## src/rtl/ati_pkg.sv

```systemverilog
package ati_pkg;
  localparam int CTRL_W   = 3;
  localparam int STD_ID_W = 11;
  localparam int EXT_ID_W = 29;
  localparam int HALF_W   = 16;
  localparam int WORD_W   = 32;

  // strobes from control to datapath
  typedef struct packed {
    logic loadReq;   // capture a new request, clear scan state
    logic mergeEn;   // current cycle merges one table word
    logic oldAbsent; // word under merge holds no old entry
    logic extMode;   // operation targets extended section
    logic moveSel;   // write data is the word just read (section move)
  } dpCtl_t;
endpackage

```

## src/rtl/ati_datapath.sv

```systemverilog
module ati_datapath
  import ati_pkg::*;
(
  input  logic                clk,
  input  logic                rstN,
  input  dpCtl_t              ctl,
  input  logic [CTRL_W-1:0]   reqCtrl,
  input  logic [EXT_ID_W-1:0] reqId,
  input  logic [WORD_W-1:0]   ramRdata,
  output logic [WORD_W-1:0]   ramWdata,
  output logic                mergeDirty
);
  logic [HALF_W-1:0] stdEntry;
  logic [WORD_W-1:0] extEntry;
  logic [WORD_W-1:0] carry;
  logic              inserted;

  logic [WORD_W-1:0] oldWord;
  logic [HALF_W-1:0] outHi, outLo, cHi, cLo;
  logic              insHi, insLo;
  logic [WORD_W-1:0] extOut, extCarry, mergedWord, carryNext;
  logic              extIns, insNext;

  always_ff @(posedge clk) begin
    if (!rstN) begin
      stdEntry <= '0;
      extEntry <= '0;
      carry    <= '1;
      inserted <= 1'b0;
    end else if (ctl.loadReq) begin
      stdEntry <= {reqCtrl, 2'b00, reqId[STD_ID_W-1:0]};
      extEntry <= {reqCtrl, reqId};
      carry    <= '1;
      inserted <= 1'b0;
    end else if (ctl.mergeEn) begin
      carry    <= carryNext;
      inserted <= insNext;
    end
  end

  // standard: two half-word slots per word, upper slot first
  always_comb begin
    oldWord = ctl.oldAbsent ? '1 : ramRdata;
    if (!inserted) begin
      if (oldWord[31:16] > stdEntry) begin
        outHi = stdEntry; insHi = 1'b1; cHi = oldWord[31:16];
      end else begin
        outHi = oldWord[31:16]; insHi = 1'b0; cHi = carry[HALF_W-1:0];
      end
    end else begin
      outHi = carry[HALF_W-1:0]; insHi = 1'b1; cHi = oldWord[31:16];
    end
    if (!insHi) begin
      if (oldWord[15:0] > stdEntry) begin
        outLo = stdEntry; insLo = 1'b1; cLo = oldWord[15:0];
      end else begin
        outLo = oldWord[15:0]; insLo = 1'b0; cLo = cHi;
      end
    end else begin
      outLo = cHi; insLo = 1'b1; cLo = oldWord[15:0];
    end
  end

  // extended: one entry per word
  always_comb begin
    if (!inserted) begin
      if (ctl.oldAbsent || (ramRdata > extEntry)) begin
        extOut = extEntry; extIns = 1'b1; extCarry = ramRdata;
      end else begin
        extOut = ramRdata; extIns = 1'b0; extCarry = carry;
      end
    end else begin
      extOut = carry; extIns = 1'b1; extCarry = ramRdata;
    end
  end

  always_comb begin
    mergedWord = ctl.extMode ? extOut : {outHi, outLo};
    insNext    = ctl.extMode ? extIns : insLo;
    carryNext  = ctl.extMode ? extCarry : {16'hFFFF, cLo};
    mergeDirty = ctl.mergeEn & insNext;
    ramWdata   = ctl.moveSel ? ramRdata : mergedWord;
  end


  std_pair_order_chk: assert property (@(posedge clk) disable iff (!rstN)
    (ctl.mergeEn && !ctl.extMode && mergeDirty) |-> (ramWdata[31:16] <= ramWdata[15:0]));


  ext_after_smaller_chk: assert property (@(posedge clk) disable iff (!rstN)
    (ctl.mergeEn && ctl.extMode && !inserted && !ctl.oldAbsent && mergeDirty)
      |-> (ramRdata > extEntry));
endmodule

```

## src/rtl/ati_ctrl.sv

```systemverilog
module ati_ctrl
  import ati_pkg::*;
#(
  parameter int DEPTH = 512
) (
  input  logic                clk,
  input  logic                rstN,
  input  logic                reqValid,
  input  logic                reqExt,
  output logic                reqReady,
  output logic                busy,
  output logic                done,
  output logic                fullErr,
  output logic                filterOff,
  output logic [$clog2(DEPTH)+2:0] extStartPtr,
  output logic [$clog2(DEPTH)+2:0] tableEndPtr,
  output logic                ramEn,
  output logic                ramWe,
  output logic [$clog2(DEPTH)-1:0] ramAddr,
  output dpCtl_t              ctl,
  input  logic                mergeDirty
);
  localparam int AW    = $clog2(DEPTH);
  localparam int WI_W  = AW + 2;
  localparam int SC_W  = AW + 2;
  localparam int EC_W  = AW + 1;
  localparam int PTR_W = AW + 3;

  typedef enum logic [2:0] {
    ST_IDLE, ST_MVRD, ST_MVWR, ST_SCRD, ST_SCMG, ST_DONE, ST_FULL
  } state_t;

  state_t          state, stateNext;
  logic [SC_W-1:0] stdCnt, stdCntNext;
  logic [EC_W-1:0] extCnt, extCntNext;
  logic [WI_W-1:0] wIdx, wIdxNext;
  logic            extMode, extModeNext;

  logic [SC_W-1:0] stdCntP1;
  logic [WI_W-1:0] stdWords, tableWords, oldEnd, lastNew, entrySum;
  logic            fullNow;

  always_comb begin
    stdCntP1   = stdCnt + SC_W'(1);
    stdWords   = WI_W'(stdCntP1 >> 1);
    tableWords = stdWords + WI_W'(extCnt);
    fullNow    = tableWords >= WI_W'(DEPTH);
    oldEnd     = extMode ? tableWords : stdWords;
    lastNew    = extMode ? tableWords : WI_W'(stdCnt >> 1);
    entrySum   = WI_W'(stdCnt) + WI_W'(extCnt);
    extStartPtr = PTR_W'(stdWords) << 2;
    tableEndPtr = PTR_W'(tableWords) << 2;
  end

  always_ff @(posedge clk) begin
    if (!rstN) begin
      state   <= ST_IDLE;
      stdCnt  <= '0;
      extCnt  <= '0;
      wIdx    <= '0;
      extMode <= 1'b0;
    end else begin
      state   <= stateNext;
      stdCnt  <= stdCntNext;
      extCnt  <= extCntNext;
      wIdx    <= wIdxNext;
      extMode <= extModeNext;
    end
  end

  always_comb begin
    stateNext   = state;
    stdCntNext  = stdCnt;
    extCntNext  = extCnt;
    wIdxNext    = wIdx;
    extModeNext = extMode;
    ctl         = '0;
    ctl.extMode = extMode;
    ramEn       = 1'b0;
    ramWe       = 1'b0;
    ramAddr     = AW'(wIdx);
    reqReady    = 1'b0;
    done        = 1'b0;
    fullErr     = 1'b0;
    case (state)
      ST_IDLE: begin
        reqReady = 1'b1;
        if (reqValid) begin
          if (fullNow) begin
            stateNext = ST_FULL;
          end else begin
            ctl.loadReq = 1'b1;
            extModeNext = reqExt;
            if (!reqExt && !stdCnt[0] && (extCnt != '0)) begin
              wIdxNext  = tableWords - WI_W'(1);
              stateNext = ST_MVRD;
            end else begin
              wIdxNext  = reqExt ? stdWords : '0;
              stateNext = ST_SCRD;
            end
          end
        end
      end
      ST_MVRD: begin
        ramEn     = 1'b1;
        stateNext = ST_MVWR;
      end
      ST_MVWR: begin
        ramEn       = 1'b1;
        ramWe       = 1'b1;
        ramAddr     = AW'(wIdx + WI_W'(1));
        ctl.moveSel = 1'b1;
        if (wIdx == stdWords) begin
          wIdxNext  = '0;
          stateNext = ST_SCRD;
        end else begin
          wIdxNext  = wIdx - WI_W'(1);
          stateNext = ST_MVRD;
        end
      end
      ST_SCRD: begin
        ramEn     = wIdx < oldEnd;
        stateNext = ST_SCMG;
      end
      ST_SCMG: begin
        ctl.mergeEn   = 1'b1;
        ctl.oldAbsent = wIdx >= oldEnd;
        ramEn         = mergeDirty;
        ramWe         = mergeDirty;
        if (wIdx == lastNew) begin
          if (extMode) extCntNext = extCnt + EC_W'(1);
          else         stdCntNext = stdCnt + SC_W'(1);
          stateNext = ST_DONE;
        end else begin
          wIdxNext  = wIdx + WI_W'(1);
          stateNext = ST_SCRD;
        end
      end
      ST_DONE: begin
        done      = 1'b1;
        stateNext = ST_IDLE;
      end
      ST_FULL: begin
        fullErr   = 1'b1;
        stateNext = ST_IDLE;
      end
      default: stateNext = ST_IDLE;
    endcase
  end

  assign busy      = state != ST_IDLE;
  assign filterOff = (state == ST_MVRD) || (state == ST_MVWR) ||
                     (state == ST_SCRD) || (state == ST_SCMG);


  one_entry_per_done_chk: assert property (@(posedge clk) disable iff (!rstN)
    done |-> (entrySum == $past(entrySum) + WI_W'(1)));


  refuse_only_when_full_chk: assert property (@(posedge clk) disable iff (!rstN)
    fullErr |-> ($past(tableWords) >= WI_W'(DEPTH)) && $stable(entrySum));


  write_while_off_chk: assert property (@(posedge clk) disable iff (!rstN)
    (ramEn && ramWe) |-> filterOff);


  move_up_one_chk: assert property (@(posedge clk) disable iff (!rstN)
    (ramWe && ctl.moveSel) |-> (ramAddr == $past(ramAddr) + AW'(1)) && !$past(ramWe));
endmodule

```

## src/rtl/acc_table_inserter.sv

```systemverilog
module acc_table_inserter
  import ati_pkg::*;
#(
  parameter int DEPTH = 512
) (
  input  logic                     clk,
  input  logic                     rstN,
  input  logic                     reqValid,
  output logic                     reqReady,
  input  logic                     reqExt,
  input  logic [2:0]               reqCtrl,
  input  logic [28:0]              reqId,
  output logic                     busy,
  output logic                     done,
  output logic                     fullErr,
  output logic                     filterOff,
  output logic [$clog2(DEPTH)+2:0] extStartPtr,
  output logic [$clog2(DEPTH)+2:0] tableEndPtr,
  output logic                     ramEn,
  output logic                     ramWe,
  output logic [$clog2(DEPTH)-1:0] ramAddr,
  output logic [31:0]              ramWdata,
  input  logic [31:0]              ramRdata
);
  dpCtl_t ctl;
  logic   mergeDirty;

  ati_ctrl #(.DEPTH(DEPTH)) ctrl_i (
    .clk(clk), .rstN(rstN), .reqValid(reqValid), .reqExt(reqExt),
    .reqReady(reqReady), .busy(busy), .done(done), .fullErr(fullErr),
    .filterOff(filterOff), .extStartPtr(extStartPtr), .tableEndPtr(tableEndPtr),
    .ramEn(ramEn), .ramWe(ramWe), .ramAddr(ramAddr), .ctl(ctl),
    .mergeDirty(mergeDirty)
  );

  ati_datapath dp_i (
    .clk(clk), .rstN(rstN), .ctl(ctl), .reqCtrl(reqCtrl), .reqId(reqId),
    .ramRdata(ramRdata), .ramWdata(ramWdata), .mergeDirty(mergeDirty)
  );
endmodule

```

## config.mk

```make
export PLATFORM = sky130hd
export DESIGN_NAME = acc_table_inserter
export DESIGN_NICKNAME = d
export VERILOG_FILES = /design/src/rtl/ati_pkg.sv /design/src/rtl/ati_datapath.sv /design/src/rtl/ati_ctrl.sv /design/src/rtl/acc_table_inserter.sv
export SDC_FILE = /design/constraint.sdc
export NUM_CORES = 1
export LEC_CHECK = 0
export ABC_AREA = 1
export BUFFER_PORTS_ARGS = -buffer_cell sky130_fd_sc_hd__buf_2
export CAP_MARGIN = 30
export CORE_ASPECT_RATIO = 1.75
export CORE_MARGIN = 2
export CORE_UTILIZATION = 51
export CTS_BUF_LIST = sky130_fd_sc_hd__clkbuf_4 sky130_fd_sc_hd__clkbuf_8
export CTS_CLUSTER_DIAMETER = 200
export DETAILED_ROUTE_END_ITERATION = 16
export PLACE_DENSITY = 0.74
export SYNTH_ARGS = -nofsm -noshare
export SYNTH_HDL_FRONTEND = slang
export SYNTH_SLANG_ARGS = --single-unit
export TNS_END_PERCENT = 1
```

## constraint.sdc

```tcl
create_clock -name clk -period 5.83 [get_ports clk]
set_input_delay 0 -clock clk [delete_from_list [all_inputs] [get_ports clk]]
set_output_delay 0 -clock clk [all_outputs]
set_load 0.02 [all_outputs]
```

After elaboration in Yosys (flattened, before gate mapping). Cells that the tools add are included.

Register bits: 115. Word-level logic and storage cells: 105. Output and inout port bits: 72.

Equal/unequal tests: 12. Add/sub/neg operators: 6. Order comparisons: 6. Reduce and logical (&&, ||, !) cells: 19. Multiplexer cells: 49. Bitwise operators: 4.

Operators with widths (number): two-way mux 32 bit (8); two-way mux 16 bit (8); two-way mux 11 bit (7); case mux 11 bit (3 select lines) (1); greater-than comparator 16 bit (2); greater-than comparator 32 bit (1); adder 11 x 1 -> 11 bit, second input constant (2); subtractor 11 x 1 -> 11 bit, second input constant (2); case mux 3 bit (5 select lines) (1); two-way mux 1 bit (14); adder 10 x 10 -> 11 bit (1); equality test 11 x 10 -> 1 bit (1); equality test 11 bit (1); >= comparator 11 x 10 -> 1 bit, second input constant (1); >= comparator 11 bit (1); less-than comparator 11 bit (1); adder 10 x 1 -> 10 bit, second input constant (1); two-way mux 10 bit (1); nonzero test 10 bit (1); equality test 3 bit, second input constant (3); two-way mux 3 bit (3); two-way mux 9 bit (1); AND reduction 3 bit (3); equality test 3 x 2 -> 1 bit, second input constant (2); other kinds (16) (29).

Depth between registers and ports, before layout.
Word-level depth: 13. Gate-level depth with buffers: 53.

Cells and area by module. Synthesis repeated with hierarchy kept, for this count alone.

Cell total of the unflattened synthesis: 1916. Area, all modules: 10998.0 µm².

Modules (own cells, without submodules): ati_datapath (cells an instance 1136, area an instance 6516.2 µm², seq. area each 1301.2 µm², times used 1); ati_ctrl (cells an instance 780, area an instance 4481.8 µm², seq. area each 720.7 µm², times used 1).

Least setup slack after synthesis. Ideal clock, no wire load.

Kind: register -> output. Start point: register ctrl_i.stdCnt[0]. End point: output ramWdata[3]. Path slack: 0.140 ns. Data required time: 5.830 ns. Arrival time: 5.690 ns. Stages on the path, launching flop included: 48. Path through: dfxtp_1 -> ha_1 -> nand3_1 -> nor2_1 -> nand3_1 -> or2_2 -> nand2_1 -> inv_1 -> ha_1 -> inv_1 -> nor3_1 -> nand3_1 -> nand4_1 -> nand3_1 -> o21ai_0 -> inv_1 -> ha_1 -> nand2_1 -> [... 12 more ...] -> nand2_1 -> nand2_1 -> nand2_1 -> nand2_1 -> nand2_1 -> nand2_1 -> nand2_1 -> nand2_1 -> o21ai_1 -> nand2_1 -> nand2_1 -> nand2_2 -> nand2_4 -> nand2_4 -> buf_2 -> a21oi_1 -> nand2_1 -> a21oi_1.

Longest elaborated chain between the ends: 12.

Ends and longest elaborated chain: start: declaration (RTL line ati_ctrl.sv:34) `logic [SC_W-1:0] stdCnt, stdCntNext;`; start signal: assignment (RTL line ati_ctrl.sv:64) `stdCnt <= stdCntNext;`; adder 11 x 1 -> 11 bit * (RTL line ati_ctrl.sv:44) `stdCntP1 = stdCnt + SC_W'(1);`; via ctrl_i.stdCntP1[8] (RTL line ati_ctrl.sv:39) `logic [SC_W-1:0] stdCntP1;`; adder 10 x 10 -> 11 bit (RTL line ati_ctrl.sv:46) `tableWords = stdWords + WI_W'(extCnt);`; two-way mux 11 bit * (RTL line ati_ctrl.sv:48) `oldEnd = extMode ? tableWords : stdWords;`; >= comparator 11 bit * (RTL line ati_ctrl.sv:127) `ctl.oldAbsent = wIdx >= oldEnd;`; two-way mux 2 bit * (RTL line ati_ctrl.sv:85) `case (state)`; two-way mux 32 bit (RTL line ati_datapath.sv:43) `oldWord = ctl.oldAbsent ? '1 : ramRdata;`; greater-than comparator 16 bit (RTL line ati_datapath.sv:45) `if (oldWord[31:16] > stdEntry) begin`; two-way mux 16 bit / two-way mux 1 bit (equally long branches) (RTL line ati_datapath.sv:45); two-way mux 16 bit / two-way mux 1 bit (equally long branches) (RTL line ati_datapath.sv:44) `if (!inserted) begin`; two-way mux 16 bit (RTL line ati_datapath.sv:53) `if (!insHi) begin`; two-way mux 32 bit * (RTL line ati_datapath.sv:78) `mergedWord = ctl.extMode ? extOut : {outHi, outLo};`; two-way mux 32 bit * (RTL line ati_datapath.sv:82) `ramWdata = ctl.moveSel ? ramRdata : mergedWord;`; end: declaration (RTL line acc_table_inserter.sv:22) `output logic [31:0] ramWdata,`.

The timed path passes the listed nets; every way through them passes the cells marked *.

Final worst setup path.
Start point: register ctrl_i.stdCnt[1]. End point: output ramWdata[4].

Longest elaborated chain between the ends: 12.

Ends and longest elaborated chain (RTL line): adder 11 x 1 -> 11 bit * (ati_ctrl.sv:44); adder 10 x 10 -> 11 bit (ati_ctrl.sv:46); two-way mux 11 bit * (ati_ctrl.sv:48); >= comparator 11 bit * (ati_ctrl.sv:127); two-way mux 2 bit * (ati_ctrl.sv:85); two-way mux 32 bit (ati_datapath.sv:43); greater-than comparator 16 bit (ati_datapath.sv:45); two-way mux 16 bit / two-way mux 1 bit (equally long branches) (ati_datapath.sv:45); two-way mux 16 bit / two-way mux 1 bit (equally long branches) (ati_datapath.sv:44); two-way mux 16 bit (ati_datapath.sv:53); two-way mux 32 bit * (ati_datapath.sv:78); two-way mux 32 bit * (ati_datapath.sv:82).

Every way passes the cells marked *; elsewhere a longest branch is shown, timed or not.

==> summary.txt <==
Outcome
  • Status: complete, but fails checks
  • Violated checks: setup timing

Final layout
  • Layout cells sized above 1: 0.223
  • Final Net Count: ~2.1k
  • Core Util, Final: 0.671
  • Antenna cells: 0
  • Area delta synth->final: 28.7%

GRT
  • Pin count of the biggest net entering global routing: 67
  • Vias in the first global route: around 13k
  • Initial antenna violation count: 0
  • Overflow after GRT: 0
  • Wire length of the first global-routing pass: ~67 mm
  • Total GRT Usage: 0.406

Power
  • Leak: around 0.0067 µW
  • Flop pwr share: 0.178
  • Clock power share: 0.098
  • Peak supply drop: between 0.3 and 0.4 mV
  • Sw frac: 0.550
  • Internal: between 2000 and 2500 µW
  • Combinational share of power: 0.724
  • Power Density: around 400 nW/µm²
  • Psw: between 2000 and 3000 µW

CTS
  • CTS root buffer: clkbuf_8
  • Total CTS buffers: 9
  • Clk buf depth: 2
  • H-tree depth: 3
  • Worst skew pair latency: 440 ps
  • Sink Count: roughly 100
  • CTS clock-pin slew for the worst setup and hold paths: 120 ps
  • CTS tree: built

Synthesis
  • Seq/Total Area, Yosys: 0.197
  • Synth Warn #: 0
  • Yosys cell types: 52
  • Mapped Area: just over 10000 µm²
  • Mapped Avg Cell Area: 5.95 µm²
  • Synthesized flop and latch total: between 100 and 150
  • Mapped Cells: roughly 1.7k

Floorplan
  • Core box area: slightly below 20000 µm²
  • I/O pin cnt: 140
  • Row count: 68
  • Die area: about 21000 µm²
  • Die Y: 192 µm
  • Die X-Extent: between 100 and 150 µm
  • Initial Util: 0.521

Worst hold path
  • Worst hold path class: in -> reg
  • Hold path start: ramRdata[21]

Route
  • Vias: between 10k and 15k
  • Vias/cell: a little under 6
  • DRT iter0 DRCs: about 1.1k
  • Pre-antenna DRT Iters: 6
  • Wire per inst: 20.4 µm
  • Drt total wl: roughly 45 mm
  • ANT nets after route: 0
  • DRC: 0

Worst setup path
  • CP required: 5830 ps
  • Slowest cell on crit path: dfxtp_4
  • R2R Path Start: ctrl_i.stdCnt[1]
  • Critical path's largest stage delay: ~380 ps
  • CP Max Fanout: 19
  • Worst setup SP type: flip-flop
  • Critical Setup Path Class: reg -> out
  • Crit path from: ctrl_i.stdCnt[1]
  • Crit-path most repeated cell: nand2_1
  • WP data arrival: about 6100 ps
  • Nature of the critical path endpoint: output port

STA
  • Max-slew violations: 0
  • Final setup viols: 34
  • Layout Skew: 19.5 ps
  • Slew margin rel.: 0.424
  • Fraction of the cycle the final worst path needs: 1.05
  • RSZ-0062 raised after global routing: yes
  • Slew @ Worst Pin: a little under 900 ps
  • F_max: roughly 160 MHz
  • Minimum clock period after layout: 6120 ps
  • Worst setup margin: -290 ps
  • Fin. Hold Viols: 0
  • Final hold slack: around 22 ps

Placement
  • DP Wirelength: 32.2 mm
  • I/O Buffers: roughly 140
  • Place WS: -272 ps
  • RD Place Congestion: between 1 and 1.5

Run
  • Number of max-cap violations: 0
## registers in the layout, indices dropped and copies added, names as in the netlist
name and flops:
dp_i.carry 32, ctrl_i.stdCnt 11, ctrl_i.extMode 1, dp_i.inserted 1, ctrl_i.extCnt 10, dp_i.extEntry 32
ctrl_i.wIdx 11, ctrl_i.state 3
## synthesized netlist by cell type, drive strengths merged
cell type | instances | area, µm²
a211oi | 4 | 35.0
a21o | 5 | 37.5
a21oi | 150 | 758
a22o | 2 | 17.5
a22oi | 2 | 15.0
a31o | 1 | 8.76
a31oi | 12 | 75.1
and2 | 2 | 12.5
and3 | 1 | 6.26
buf | 45 | 272
clkbuf | 50 | 188
clkinv | 3 | 11.3
conb | 1 | 3.75
dfxtp | 101 | 2020
fa | 1 | 20.0
ha | 87 | 1090
inv | 221 | 830
nand2 | 449 | 1720
nand3 | 144 | 748
nand3b | 3 | 22.5
nand4 | 50 | 343
nor2 | 173 | 682
nor3 | 18 | 95.1
nor3b | 8 | 65.1
nor4 | 3 | 18.8
o211ai | 12 | 90.1
o21a | 1 | 7.51
o21ai | 130 | 651
o21bai | 2 | 15.0
o221ai | 1 | 8.76
o22ai | 4 | 25.0
o31ai | 1 | 7.51
or2 | 2 | 12.5
xnor2 | 6 | 52.6
xor2 | 35 | 322
## power groups by stage
| stage | clock network, µW | logic [µW] | registers [µW] |
|---|---|---|---|
| after floorplan | 0 | 2300 | 879 |
| after global placement | 0 | 3230 | 957 |
| after detailed placement | 0 | 3270 | 958 |
| after CTS | 527 | 3540 | 945 |
| after global routing | 549 | 4170 | 964 |
| final | 527 | 3870 | 952 |
## what timing repair did
| item | 4_1_cts | 5_1_grt |
|---|---|---|
| hold buffers | 56 | 0 |
| pin swaps | 31 | 47 |
| resized for setup | 111 | 112 |
| setup endpoints to repair | 50 | 51 |
| gates cloned | 1 | 0 |
| endpoints found under the hold margin | 57 | 0 |
| buffers inserted | 19 | 12 |
## metrics by stage
stage          cells  TNS (ps)  instance area [µm²]  power (µW)
4_1_cts         2179     -3060                12700        5010
2_1_floorplan   1733         0                10300        3180
3_3_place_gp    2086      -306                11400        4180
6_report        2191     -6150                13200        5350
3_5_place_dp    2087     -2860                11400        4230
5_1_grt         2191    -17100                13200        5680
## critical path: cells and delay by family (launching register included)
family	cells	cell delay, ps
simple gates	30	2970
fa+ha+maj	4	910
buf+inv	8	710
compound gates	4	710
flops	1	380
## cell type report
cell class / count / area, µm²
clock inverter: 6 / 82.6
tap: 245 / 307
inverter: 224 / 846
fill: 1795 / 6500
timing repair buffer: 292 / 2190
clock buffer: 10 / 131
sequential: 101 / 2040
multi-input combinational: 1313 / 7650
## worst paths after layout
path | to | slack (ps) | depth (start not counted)
max | ramWdata[4] | -290 | 46
min | dp_i.carry[21] | 20 | 3
max reg2reg | dp_i.carry[7] | 130 | 48
min reg2reg | dp_i.carry[25] | 490 | 2
## per-layer routing
metal,vias up,part of all wire,track usage
met5,-,0,0
met4,0,0.13,0.433
met3,302,0.073,0.0653
met2,754,0.48,0.712
met1,5904,0.32,0.384
li1,6067,-,-
## cell usage in the layout (no fill, tap or decap), types with 39 or more instances in the layout
cell | netlist | routed
nand2_1 | 440 | 406
inv_1 | 212 | 200
nor2_1 | 164 | 148
nand3_1 | 140 | 128
o21ai_0 | 122 | 113
buf_2 | 19 | 110
a21oi_1 | 148 | 108
buf_4 | 17 | 104
dfxtp_1 | 101 | 96
ha_1 | 87 | 73
dlygate4sd3_1 | 0 | 56
nand4_1 | 48 | 48
a21oi_2 | 2 | 39
## cells by family (layout without fill, tap and decap cells)
logic type	count (synthesis)	after routing	share of synthesized area
other	1	4	0.000364
adder cells (fa/ha/maj)	88	88	0.108
buffers and inverters	319	532	0.126
flip-flops	101	101	0.197
XOR/XNOR	41	41	0.0364
AO/OA/AOI/OAI	327	327	0.170
AND/OR/NAND/NOR	853	853	0.362
No activity file was read; power rests on OpenSTA's default activity.
